===== config.mk =====
export PLATFORM = sky130hd
export DESIGN_NAME = eprom_pgm_ctrl
export DESIGN_NICKNAME = d
export VERILOG_FILES = /design/src/rtl/eprom_pgm_pkg.sv /design/src/rtl/pgm_interval_timer.sv /design/src/rtl/pgm_try_counter.sv /design/src/rtl/pgm_addr_walker.sv /design/src/rtl/eprom_pgm_ctrl.sv
export SDC_FILE = /design/constraint.sdc
export NUM_CORES = 1
export LEC_CHECK = 0
export CORE_MARGIN = 4
export CORE_UTILIZATION = 54
export CTS_CLUSTER_SIZE = 30
export DETAILED_ROUTE_END_ITERATION = 16
export PLACE_DENSITY = 0.8
export REMOVE_ABC_BUFFERS = 1
export SYNTH_ARGS = -nofsm -noshare
export SYNTH_HDL_FRONTEND = slang
export SYNTH_SLANG_ARGS = --single-unit

===== constraint.sdc =====
create_clock -name clk -period 2.7 [get_ports clk]
set_clock_uncertainty 0.05 [all_clocks]
set_input_delay 0.81 -clock clk [delete_from_list [all_inputs] [get_ports clk]]
set_output_delay 0.81 -clock clk [all_outputs]
set_load 0.1 [all_outputs]

===== src/rtl/eprom_pgm_pkg.sv =====
package eprom_pgm_pkg;

  typedef enum logic [3:0] {
    ST_IDLE,
    ST_FETCH,
    ST_SETUP,
    ST_PULSE,
    ST_HOLD,
    ST_TURN,
    ST_VERIFY,
    ST_SETTLE,
    ST_CFETCH,
    ST_CREAD
  } pgm_state_e;

  typedef enum logic [1:0] {
    SUP_IDLE   = 2'd0,
    SUP_PROG   = 2'd1,
    SUP_CHK_HI = 2'd2,
    SUP_CHK_LO = 2'd3
  } supply_e;

  function automatic int at_least_one(input int v);
    return (v < 1) ? 1 : v;
  endfunction

endpackage


===== src/rtl/pgm_interval_timer.sv =====
module pgm_interval_timer #(
  parameter int W = 8
) (
  input  logic         clk,
  input  logic         rst_n,
  input  logic         load,
  input  logic [W-1:0] load_val,
  output logic         zero
);
  logic [W-1:0] cnt;

  always_ff @(posedge clk or negedge rst_n) begin
    if (!rst_n)          cnt <= '0;
    else if (load)       cnt <= load_val;
    else if (cnt != '0)  cnt <= cnt - 1'b1;
  end

  assign zero = (cnt == '0);
endmodule


===== src/rtl/pgm_try_counter.sv =====
module pgm_try_counter #(
  parameter int MAX = 25
) (
  input  logic clk,
  input  logic rst_n,
  input  logic clr,
  input  logic inc,
  output logic at_limit
);
  localparam int TW = $clog2(MAX + 1);
  logic [TW-1:0] cnt;

  always_ff @(posedge clk or negedge rst_n) begin
    if (!rst_n)    cnt <= '0;
    else if (clr)  cnt <= '0;
    else if (inc)  cnt <= cnt + 1'b1;
  end

  assign at_limit = (cnt == TW'(MAX));
endmodule


===== src/rtl/pgm_addr_walker.sv =====
module pgm_addr_walker #(
  parameter int AW = 18
) (
  input  logic          clk,
  input  logic          rst_n,
  input  logic          clr,
  input  logic          inc,
  output logic [AW-1:0] addr,
  output logic          last
);
  always_ff @(posedge clk or negedge rst_n) begin
    if (!rst_n)    addr <= '0;
    else if (clr)  addr <= '0;
    else if (inc)  addr <= addr + 1'b1;
  end

  assign last = &addr;
endmodule


===== src/rtl/eprom_pgm_ctrl.sv =====
module eprom_pgm_ctrl
  import eprom_pgm_pkg::*;
#(
  parameter int ADDR_W     = 18,
  parameter int DATA_W     = 8,
  parameter int CYC_PER_US = 100,
  parameter int PULSE_US   = 100,
  parameter int SETUP_US   = 2,
  parameter int HOLD_US    = 2,
  parameter int ACCESS_NS  = 150,
  parameter int MAX_TRIES  = 25
) (
  input  logic              clk,
  input  logic              rst_n,
  input  logic              start,
  input  logic              src_valid,
  output logic              src_ready,
  input  logic [DATA_W-1:0] src_data,
  output logic [ADDR_W-1:0] mem_addr,
  output logic [DATA_W-1:0] mem_dq_out,
  output logic              mem_dq_oe,
  input  logic [DATA_W-1:0] mem_dq_in,
  output logic              mem_ce_n,
  output logic              mem_oe_n,
  output logic              mem_pgm_n,
  output logic [1:0]        vcc_sel,
  output logic              vpp_hi,
  output logic              done,
  output logic              fail
);
  localparam int SETUP_CYC = at_least_one(SETUP_US * CYC_PER_US);
  localparam int PULSE_CYC = at_least_one(PULSE_US * CYC_PER_US);
  localparam int HOLD_CYC  = at_least_one(HOLD_US * CYC_PER_US);
  localparam int RD_CYC    = (ACCESS_NS * CYC_PER_US + 999) / 1000 + 1;
  localparam int TMR_W     = $clog2(SETUP_CYC + PULSE_CYC + HOLD_CYC + RD_CYC + 1);

  pgm_state_e        st, nxt;
  supply_e           vcc_q;
  logic              vpp_q, done_q, fail_q, pass_q;
  logic [DATA_W-1:0] exp_q;

  logic             tmr_load, tmr_zero;
  logic [TMR_W-1:0] tmr_val;
  logic             try_clr, try_inc, try_limit;
  logic             a_clr, a_inc, a_last;
  logic             take, match;
  logic             go_chk_hi, go_chk_lo, fin, fin_fail;

  pgm_interval_timer #(.W(TMR_W)) u_tmr (
    .clk(clk), .rst_n(rst_n), .load(tmr_load), .load_val(tmr_val), .zero(tmr_zero)
  );

  pgm_try_counter #(.MAX(MAX_TRIES)) u_try (
    .clk(clk), .rst_n(rst_n), .clr(try_clr), .inc(try_inc), .at_limit(try_limit)
  );

  pgm_addr_walker #(.AW(ADDR_W)) u_addr (
    .clk(clk), .rst_n(rst_n), .clr(a_clr), .inc(a_inc), .addr(mem_addr), .last(a_last)
  );

  assign match = (mem_dq_in == exp_q);

  always_comb begin
    nxt       = st;
    tmr_load  = 1'b0;
    tmr_val   = '0;
    try_clr   = 1'b0;
    try_inc   = 1'b0;
    a_clr     = 1'b0;
    a_inc     = 1'b0;
    take      = 1'b0;
    go_chk_hi = 1'b0;
    go_chk_lo = 1'b0;
    fin       = 1'b0;
    fin_fail  = 1'b0;
    unique case (st)
      ST_IDLE: if (start) begin
        nxt   = ST_FETCH;
        a_clr = 1'b1;
      end
      ST_FETCH: if (src_valid) begin
        take     = 1'b1;
        try_clr  = 1'b1;
        tmr_load = 1'b1;
        tmr_val  = TMR_W'(SETUP_CYC - 1);
        nxt      = ST_SETUP;
      end
      ST_SETUP: if (tmr_zero) begin
        tmr_load = 1'b1;
        tmr_val  = TMR_W'(PULSE_CYC - 1);
        nxt      = ST_PULSE;
      end
      ST_PULSE: if (tmr_zero) begin
        try_inc  = 1'b1;
        tmr_load = 1'b1;
        tmr_val  = TMR_W'(HOLD_CYC - 1);
        nxt      = ST_HOLD;
      end
      ST_HOLD: if (tmr_zero) begin
        tmr_load = 1'b1;
        tmr_val  = TMR_W'(SETUP_CYC - 1);
        nxt      = ST_TURN;
      end
      ST_TURN: if (tmr_zero) begin
        tmr_load = 1'b1;
        tmr_val  = TMR_W'(RD_CYC - 1);
        nxt      = ST_VERIFY;
      end
      ST_VERIFY: if (tmr_zero) begin
        if (match) begin
          if (a_last) begin
            a_clr     = 1'b1;
            go_chk_hi = 1'b1;
            tmr_load  = 1'b1;
            tmr_val   = TMR_W'(SETUP_CYC - 1);
            nxt       = ST_SETTLE;
          end else begin
            a_inc = 1'b1;
            nxt   = ST_FETCH;
          end
        end else if (try_limit) begin
          fin      = 1'b1;
          fin_fail = 1'b1;
          nxt      = ST_IDLE;
        end else begin
          tmr_load = 1'b1;
          tmr_val  = TMR_W'(SETUP_CYC - 1);
          nxt      = ST_SETUP;
        end
      end
      ST_SETTLE: if (tmr_zero) nxt = ST_CFETCH;
      ST_CFETCH: if (src_valid) begin
        take     = 1'b1;
        tmr_load = 1'b1;
        tmr_val  = TMR_W'(RD_CYC - 1);
        nxt      = ST_CREAD;
      end
      ST_CREAD: if (tmr_zero) begin
        if (!match) begin
          fin      = 1'b1;
          fin_fail = 1'b1;
          nxt      = ST_IDLE;
        end else if (!a_last) begin
          a_inc = 1'b1;
          nxt   = ST_CFETCH;
        end else if (!pass_q) begin
          a_clr     = 1'b1;
          go_chk_lo = 1'b1;
          tmr_load  = 1'b1;
          tmr_val   = TMR_W'(SETUP_CYC - 1);
          nxt       = ST_SETTLE;
        end else begin
          fin = 1'b1;
          nxt = ST_IDLE;
        end
      end
      default: nxt = ST_IDLE;
    endcase
  end

  always_ff @(posedge clk or negedge rst_n) begin
    if (!rst_n) begin
      st     <= ST_IDLE;
      vcc_q  <= SUP_IDLE;
      vpp_q  <= 1'b0;
      done_q <= 1'b0;
      fail_q <= 1'b0;
      pass_q <= 1'b0;
      exp_q  <= '0;
    end else begin
      st <= nxt;
      if (take) exp_q <= src_data;
      if (st == ST_IDLE && start) begin
        vcc_q  <= SUP_PROG;
        vpp_q  <= 1'b1;
        done_q <= 1'b0;
        fail_q <= 1'b0;
        pass_q <= 1'b0;
      end
      if (go_chk_hi) begin
        vcc_q <= SUP_CHK_HI;
        vpp_q <= 1'b0;
      end
      if (go_chk_lo) begin
        vcc_q  <= SUP_CHK_LO;
        pass_q <= 1'b1;
      end
      if (fin) begin
        vcc_q  <= SUP_IDLE;
        vpp_q  <= 1'b0;
        done_q <= 1'b1;
        fail_q <= fin_fail;
      end
    end
  end

  assign src_ready  = (st == ST_FETCH) || (st == ST_CFETCH);
  assign mem_dq_out = exp_q;
  assign mem_dq_oe  = (st == ST_SETUP) || (st == ST_PULSE) || (st == ST_HOLD);
  assign mem_pgm_n  = (st != ST_PULSE);
  assign mem_oe_n   = !((st == ST_VERIFY) || (st == ST_CREAD));
  assign mem_ce_n   = !((st == ST_SETUP) || (st == ST_PULSE) || (st == ST_HOLD) ||
                        (st == ST_TURN) || (st == ST_VERIFY) || (st == ST_CREAD));
  assign vcc_sel    = vcc_q;
  assign vpp_hi     = vpp_q;
  assign done       = done_q;
  assign fail       = fail_q;
endmodule


# Word-level counts from Yosys, hierarchy flattened
# Index checks and enable logic that the tools add are counted.
# totals
regBits,55
input_bits,20
out_inout_bits,36
elab_cells,144
# classes
add_sub_neg,3
n_eq_ne,22
muxes,83
n_reduce_logical,26
# op_table
operator,count
one-hot mux 14 bit (7 select lines),1
two-way mux 14 bit,5
two-way mux 8 bit,8
two-way mux 4 bit,15
one-hot mux 4 bit (10 select lines),1
two-way mux 1 bit,38
two-way mux 18 bit,2
!= test 2 bit (second input constant),10
adder 18 x 1 -> 18 bit (second input constant),1
AND reduction 18 bit,1
equality test 4 x 3 -> 1 bit (second input constant),4
zero test 14 bit,1
nonzero test 14 bit,1
subtractor 14 x 1 -> 14 bit (second input constant),1
two-way mux 2 bit,5
two-way mux 5 bit,2
AND reduction 10 bit,1
nonzero test 2 bit,5
equality test 4 x 2 -> 1 bit (second input constant),2
equality test 4 bit (second input constant),2
equality test 8 bit,1
logical OR 1 bit,7
two-way mux 3 bit,2
OR reduction 2 bit,3
other kinds (13),15

# Longest topological paths before layout
# Gate-level depths: netlist of run 1.
# logic_depth
word_depth,8
ltp_mapped,9

# Modules after synthesis
# A second synthesis of run 1 with hierarchy kept.
# unflattened
hier_cells,347
area_unflattened_um2,3326.9
# by_module_without_submodules
module,instances,cells_each,area_per_inst_um2
eprom_pgm_ctrl,1,145,1295.0
pgm_addr_walker,1,92,923.4
pgm_interval_timer,1,85,828.3
pgm_try_counter,1,25,280.3

# Worst setup path before layout of run 1
# Ideal clock, no wire load.
# synth_timing
path_type,flip-flop to flip-flop
startpoint,register st[1]
endpoint,"register exp_q[2], in the netlist mem_dq_out[2]"
setup_time_ns,0.126
t_arrival_ns,3.709
required_ns,2.524
path_slack_ns,-1.185
path_stages_with_launch,6
synth_period_minus_slack_ns,3.885
cell_sequence,dfrtp_1 clkbuf_1 nor3_1 nand2_1 buf_1 mux2_2
# synth_between
elab_chain_len,3
elab_cells_between_ends,4
classes_between,2 x eq/ne; 1 x mux; 1 x reduce/logical
# synth_lines
item,line,source
"start, declared",eprom_pgm_ctrl.sv:37,"pgm_state_e st, nxt;"
"start signal, assigned",eprom_pgm_ctrl.sv:171,st <= nxt;
equality test 4 x 1 -> 1 bit or equality test 4 bit (tied branches),eprom_pgm_ctrl.sv:76,unique case (st)
OR reduction 2 bit (no line) (*),-,
two-way mux 1 bit (*),-,
"end signal, assigned",eprom_pgm_ctrl.sv:172,if (take) exp_q <= src_data;
"end, declared",eprom_pgm_ctrl.sv:40,logic [DATA_W-1:0] exp_q;
# Every way passes the cells marked *; elsewhere a longest branch is shown, timed or not.
# A chain may end at the register's enable or synchronous reset.

# Final worst setup path of run 1
# layout_timing
startpoint,register u_tmr.cnt[8]
endpoint,register u_tmr.cnt[3]
# layout_between
elab_chain_len,4
elab_cells_between_ends,13
classes_between,10 x mux; 3 x reduce/logical
# layout_lines
item,line,source
"start, declared",pgm_interval_timer.sv:10,logic [W-1:0] cnt;
"start signal, assigned",pgm_interval_timer.sv:14,else if (load) cnt <= load_val;
"start signal, assigned",pgm_interval_timer.sv:15,else if (cnt != '0) cnt <= cnt - 1'b1;
zero test 14 bit,pgm_interval_timer.sv:18,assign zero = (cnt == '0);
two-way mux 8 bit (tied with other cells),eprom_pgm_ctrl.sv:138,ST_CREAD: if (tmr_zero) begin
one-hot mux 14 bit (7 select lines) or one-hot mux 1 bit (4 select lines) (tied branches),eprom_pgm_ctrl.sv:76,
two-way mux 14 bit or nonzero test 2 bit (tied branches),-,
# Parallel ways exist; a longest one is shown, timed or not.

==> qor.txt, run 1 <==
Setup-failing EPs final = 0
Multi-input logic area = 1940 µm²
Post-Syn Area = 3380 µm²
Number of global-route vias before repair = 2734
RePlAce Congestion = 0.874
Final Critical Period = 2620 ps
Fin crit share = 97.0%
Chip Height = 87.1 µm
WP buf/inv = 0
Synth Register Bits = 55
CTS root buffer = clkbuf_8
Count of filler cells inserted in the layout = 419
Clock network power share = 11.7%
Clock tree buffer depth = 2
Dpl hpwl = 5.84 mm
Fin. Hold Viols = 0
Power Total = 4270 µW
Nets@finish = 436
Global-route wire length before repair = 13.3 mm
Final wirelength = 8.13 mm
DR vias/cell = 5.79
Worst-Margin Slew = 872 ps
P_leak = 0.00186 µW
Max-slew violations = 0
DR WL/cell = 16.7 µm
Largest net degree at the start of global routing = 56
Pwr/cell area = 983 nW/µm²
Die width = 87.1 µm
Clock latency on the worst-skew pair = 300 ps
Starting density of the core = 56.4%
Psw = 2120 µW
CP endpoint kind = flop
Post-Place Cells = 476
Placeable Area = 5990 µm²
Max_slew headroom = 41.3%
Detail Route Antenna Nets = 0
Most common cell after layout, fill and taps aside = buf_4
CP peak stage delay = 480 ps
Num CTS Buffers = 5
Antenna diodes = 0
DRC violations left = 0
Fin util = 72.5%
Main synth FF type = dfrtp_1
Fin cells = 488
Post-route setup slack = 80.2 ps
TritonRoute pass-1 iters = 5
Critical path data arrival time = 2770 ps
Max rail drop VDD = 0.000909 V
Avg Inst Size Synth = 10.0 µm²
Setup Crit Path Kind = flop to flop
CTS tree = built
Commonest cells after routing, fill and taps aside = buf_4, dfrtp_1, nor2_1, xnor2_1, nand2_1
GRT Total Usage = 21.9%
Synth Instances = 337
Pre-CTS WS = -424 ps
Worst path cell trace = or3_4, or4_4, nor2_4, a21boi_0, mux2_2
Status = completed
Clock slew at reported path FFs = 100 ps
Die area = 7590 µm²
Yosys warns = 0
Sink Count = 55
Switching share of power = 49.6%
Reg area = 1380 µm²
Max Fanout on Critical Path = 12
Max-cap violations = 0
DR vias = 2826
Startpoint Class = flop
Crit path max-delay family = simple AND/OR/NAND/NOR gates
H-tree lvl count = 2
Fmax = 0.382 GHz
Rows = 28
Sequential fraction of the synthesis area = 40.7%
Reg power frac = 28.4%
# port buffers = 55
Pint = 2150 µW
CTS hold repair buffers = 0
FF-to-FF setup slack = 80 ps
Layout cells sized above 1 = 30.5%
Tightest Hold Check Type = input pin to async pin
Slowest CP cell = or4_4
Part of the power in combinational logic = 59.9%
Count of cell types in the netlist = 71
Initial antenna violation count = 0
RSZ-0062 raised after global routing = false
Asr flop ratio synth = 100%
Initial drt markers = 190
Number of flops mapped to enable cells by yosys = 0
Io pins = 56
Required @ worst endpoint = 2850 ps
Area Overhead vs Synth = 28.5%
GRT overflow = 0
[cells in the mapped netlist, types with 3 or more instances]
library cell,count,area share [%]
nor2_1,35,3.9
nand2b_1,4,0.74
nand3_1,11,1.6
buf_2,4,0.59
nor4_2,8,3.0
nand2_1,26,2.9
buf_4,3,0.67
nor3_1,12,1.8
clkbuf_1,6,0.67
ha_1,4,1.5
a21oi_1,10,1.5
xor2_1,14,3.6
nor4_4,3,1.9
nor4_1,5,0.93
mux2i_1,3,0.89
nand4_1,11,2.0
and3_1,4,0.74
mux2_2,11,3.7
inv_1,9,1.0
dfrtp_1,55,41
o21ai_0,15,2.2
xnor2_1,24,6.2
[cell families (layout without fill, tap and decap cells)]
group / count (synthesis) / in the layout / share of synthesized area [%]
AND/OR/NAND/NOR: 150 / 150 / 28.6
flip-flops: 55 / 55 / 40.7
AO/OA/AOI/OAI: 49 / 49 / 10.6
XOR/XNOR: 38 / 38 / 9.85
buffers and inverters: 26 / 102 / 3.81
multiplexers: 15 / 15 / 5.00
adder cells (fa/ha/maj): 4 / 4 / 1.48
[registers in the layout, indices dropped and copies added (netlist names)]
register and count:
done 1, fail 1, mem_dq_out 8, pass_q 1, st 4, u_addr.addr 18
u_tmr.cnt 14, u_try.cnt 5, vcc_sel 2, vpp_hi 1
[per-stage QoR]
| step | hold WS (ps) | TNS, ps | cell area [µm²] |
|---|---|---|---|
| finish | 435 | 0 | 4340 |
| global route | 443 | 0 | 4340 |
| CTS | 447 | 0 | 4240 |
| detailed placement | 421 | -11820 | 4120 |
| global placement | 418 | -9900 | 4120 |
| floorplan | 429 | -64560 | 3290 |
[final timing paths]
path	depth (start not counted)	from	end
setup / recovery	5	u_tmr.cnt[8]	u_tmr.cnt[3]
hold / removal	2	rst_n	u_try.cnt[2]
setup reg to reg	5	u_tmr.cnt[8]	u_tmr.cnt[3]
hold reg to reg	1	done	done
max in group asynchronous	2	rst_n	st[1]
min in group clk	1	done	done
[worst register-to-register path, cell delays in order (launching register included)]
cell and delay [ps]:
dfrtp_1 440, or3_4 460, or4_4 480, nor2_4 320, a21boi_0 390, mux2_2 380
[routing by layer]
metal / up-vias / GRT usage [%] / part of all wire, %
met5: - / 0 / 0
met4: 0 / 3.49 / 0.22
met3: 4 / 4.64 / 4.5
met2: 67 / 35.5 / 50
met1: 1394 / 31.0 / 46
li1: 1361 / - / -
[power by group through the flow]
stage                     logic, µW  registers [µW]  clock network, µW
after floorplan                1250            1670                  0
after global placement         2450            1210                  0
after detailed placement       2480            1210                  0
after CTS                      2500            1200                513
after global routing           2700            1240                546
final                          2560            1210                497
[layout make-up]
class	instances	area share, %
clock buffer	8	2.31
inverter	10	0.865
multi-input combinational	256	44.6
sequential	55	31.8
tap	75	2.16
timing repair buffer	84	18.3
[timing repair]
action | 4_1_cts | 5_1_grt
resized for setup | 1 | 16
setup endpoints to repair | 23 | 36
setup buffers | 2 | 1
gates cloned | 0 | 1
pin swaps | 1 | 3
No activity file was read; power rests on OpenSTA's default activity.
==> run 2: changes to the inputs <==
--- a/config.mk
+++ b/config.mk
@@ -6,10 +6,10 @@
 export NUM_CORES = 1
 export LEC_CHECK = 0
 export CORE_MARGIN = 4
-export CORE_UTILIZATION = 54
+export CORE_UTILIZATION = 25
 export CTS_CLUSTER_SIZE = 30
 export DETAILED_ROUTE_END_ITERATION = 16
-export PLACE_DENSITY = 0.8
+export PLACE_DENSITY = 0.43
 export REMOVE_ABC_BUFFERS = 1
 export SYNTH_ARGS = -nofsm -noshare
 export SYNTH_HDL_FRONTEND = slang
==> run 2 against run 1 <==
- combinational power is essentially flat
- design area grew 4.2%
- via count shrank 0.96%
- clock power grew 33%
- die area grew 100%
- global-route usage shrank 9.8 points
- worst hold slack gained 21 ps
- routed wire length grew 12%
- core utilization shrank 38 points
- critical path type is now input pin to flop
==> qor.txt, run 2 (synthesis gave the netlist of run 1 again) <==
Status = completed (unchanged)
Number of global-route vias before repair = 2846 (was 2734)
Clock slew at reported path FFs = 70 ps (was 100 ps)
Number of flip-flops in the largest register = 18 (unchanged)
Global-route wire length before repair = 15.4 mm (was 13.3 mm)
Final Critical Period = 2640 ps (was 2620 ps)
Part of the power in combinational logic = 57.7% (was 59.9%)
Fin. Hold Viols = 0 (unchanged)
Die width = 124 µm (was 87.1 µm)
Setup bufs post-CTS = 0 (was 2)
Finished Cell Area = 4520 µm² (was 4340 µm²)
Layout cells sized above 1 = 32.1% (was 30.5%)
CTS tree = built (unchanged)
RSZ-0062 raised after global routing = true (was false)
Placed cell area = 4310 µm² (was 4120 µm²)
Fin crit share = 97.8% (was 97.0%)
DRC violations left = 0 (unchanged)
Max rail drop VDD = 0.000618 V (was 0.000909 V)
Commonest cells after routing, fill and taps aside = buf_4, dfrtp_1, nor2_1, xnor2_1, nand2_1 (unchanged)
Dpl hpwl = 6.81 mm (was 5.84 mm)
Clock tree buffer depth = 2 (unchanged)
Pwr/cell area = 981 nW/µm² (was 983 nW/µm²)
TritonRoute pass-1 iters = 4 (was 5)
Max-slew violations = 0 (unchanged)
CP endpoint kind = flop (unchanged)
Clock latency on the worst-skew pair = 310 ps (was 300 ps)
Initial antenna violation count = 0 (unchanged)
RePlAce Congestion = 0.772 (was 0.874)
DR vias = 2799 (was 2826)
Setup Crit Path Kind = input pin to flop (was flop to flop)
CTS root buffer = clkbuf_16 (was clkbuf_8)
Fmax = 0.379 GHz (was 0.382 GHz)
GRT overflow = 0 (unchanged)
P_leak = 0.00187 µW (was 0.00186 µW)
Most common cell after layout, fill and taps aside = buf_4 (unchanged)
Tightest Hold Check Type = flop to flop (was input pin to async pin)
Worst-Margin Slew = 874 ps (was 872 ps)
Num CTS Buffers = 5 (unchanged)
Max_slew headroom = 41.2% (was 41.3%)
Pint = 2260 µW (was 2150 µW)
Max Fanout on Critical Path = 6 (was 12)
# port buffers = 55 (unchanged)
Required @ worst endpoint = 2830 ps (was 2850 ps)
Hold Path Depth = 1
H-tree lvl count = 2 (unchanged)
Final wirelength = 9.08 mm (was 8.13 mm)
DR WL/cell = 15.3 µm (was 16.7 µm)
Power Total = 4440 µW (was 4270 µW)
Io pins = 56 (unchanged)
Fin util = 34.2% (was 72.5%)
Largest net degree at the start of global routing = 32 (was 56)
Clock network power share = 14.9% (was 11.7%)
Placeable Area = 13200 µm² (was 5990 µm²)
Critical path data arrival time = 2770 ps (about the same)
Area Overhead vs Synth = 33.9% (was 28.5%)
Startpoint Class = input pin (was flop)
R2r worst-path depth = 8 (was 5)
Initial drt markers = 107 (was 190)
Max-cap violations = 0 (unchanged)
DR vias/cell = 4.72 (was 5.79)
Starting density of the core = 25.5% (was 56.4%)
Switching share of power = 49.0% (was 49.6%)
Psw = 2180 µW (was 2120 µW)
Top reg by flops = u_addr.addr (unchanged)
Nets@finish = 440 (was 436)
GRT Total Usage = 12.2% (was 21.9%)
Detail Route Antenna Nets = 0 (unchanged)
Rows = 42 (was 28)
Setup-failing EPs final = 0 (unchanged)
Fin cells = 593 (was 488)
Sink Count = 55 (unchanged)
Antenna diodes = 0 (unchanged)
Die area = 15400 µm² (was 7590 µm²)
Post-Place Cells = 585 (was 476)
Reg power frac = 27.4% (was 28.4%)
Chip Height = 124 µm (was 87.1 µm)
-- run 2: repair_timing --
action,4_1_cts,5_1_grt
hold buffers,0,0
setup endpoints to repair,26,17
gates resized for setup,9,9
pin swaps,1,0
-- run 2: power by group through the flow --
stage	logic, µW	clock network (µW)	registers (µW)
6_report	2560	661	1220
5_1_grt	2720	717	1240
4_1_cts	2560	688	1210
3_5_place_dp	2530	0	1230
3_3_place_gp	2530	0	1220
2_1_floorplan	1250	0	1670
-- run 2: cell type report --
cell class / count / area [µm²]
fillers: 1396 / 8720
multi-input cells: 256 / 1950
flip-flops and latches: 55 / 1380
repair buffers: 88 / 798
well taps: 176 / 220
clock buffers: 5 / 125
inverters: 10 / 37.5
clock inverters: 3 / 15.0
-- run 2: routing by layer --
| layer | wire length, µm | global-route usage [%] | up-vias | part of all wire, % |
|---|---|---|---|---|
| met5 | 0 | 0 | - | 0 |
| met4 | 94 | 2.90 | 0 | 1.0 |
| met3 | 290 | 3.05 | 5 | 3.2 |
| met2 | 4250 | 19.1 | 42 | 47 |
| met1 | 4450 | 16.8 | 1382 | 49 |
| li1 | - | - | 1370 | - |
-- run 2: path summary, 6_finish.rpt --
path | from | endpoint | slack (ps)
max | mem_dq_in[3] | vcc_sel[0] | 60
min | done | done | 460
max reg2reg | u_tmr.cnt[9] | vcc_sel[0] | 230
min reg2reg | done | done | 460
max in group asynchronous | rst_n | st[0] | 1530
min in group asynchronous | rst_n | u_try.cnt[2] | 470
-- run 2: metrics by stage --
stage / TNS [ps] / worst slack, ps / hold slack [ps]
after global routing: -3.59 / -3.59 / 484
final: 0 / 59.1 / 455
after floorplan: -64560 / -1650 / 429
after detailed placement: -13080 / -539 / 438
after global placement: -11900 / -473 / 434
after CTS: 0 / 19.2 / 466
-- run 2: worst max-delay path: stages --
cell	delay, ps
clkdlybuf4s50_1	420
xor2_1	160
nor4_2	380
nand2_2	190
or4_4	560
nor2_1	170
nor3b_1	70
==> run 3: changes to the inputs <==
--- a/config.mk
+++ b/config.mk
@@ -11,6 +11,7 @@
 export DETAILED_ROUTE_END_ITERATION = 16
 export PLACE_DENSITY = 0.43
 export REMOVE_ABC_BUFFERS = 1
+export SLEW_MARGIN = 40
 export SYNTH_ARGS = -nofsm -noshare
 export SYNTH_HDL_FRONTEND = slang
 export SYNTH_SLANG_ARGS = --single-unit
==> results of run 3 <==
No change in the layout: final DEF, timing and power equal those of run 2.
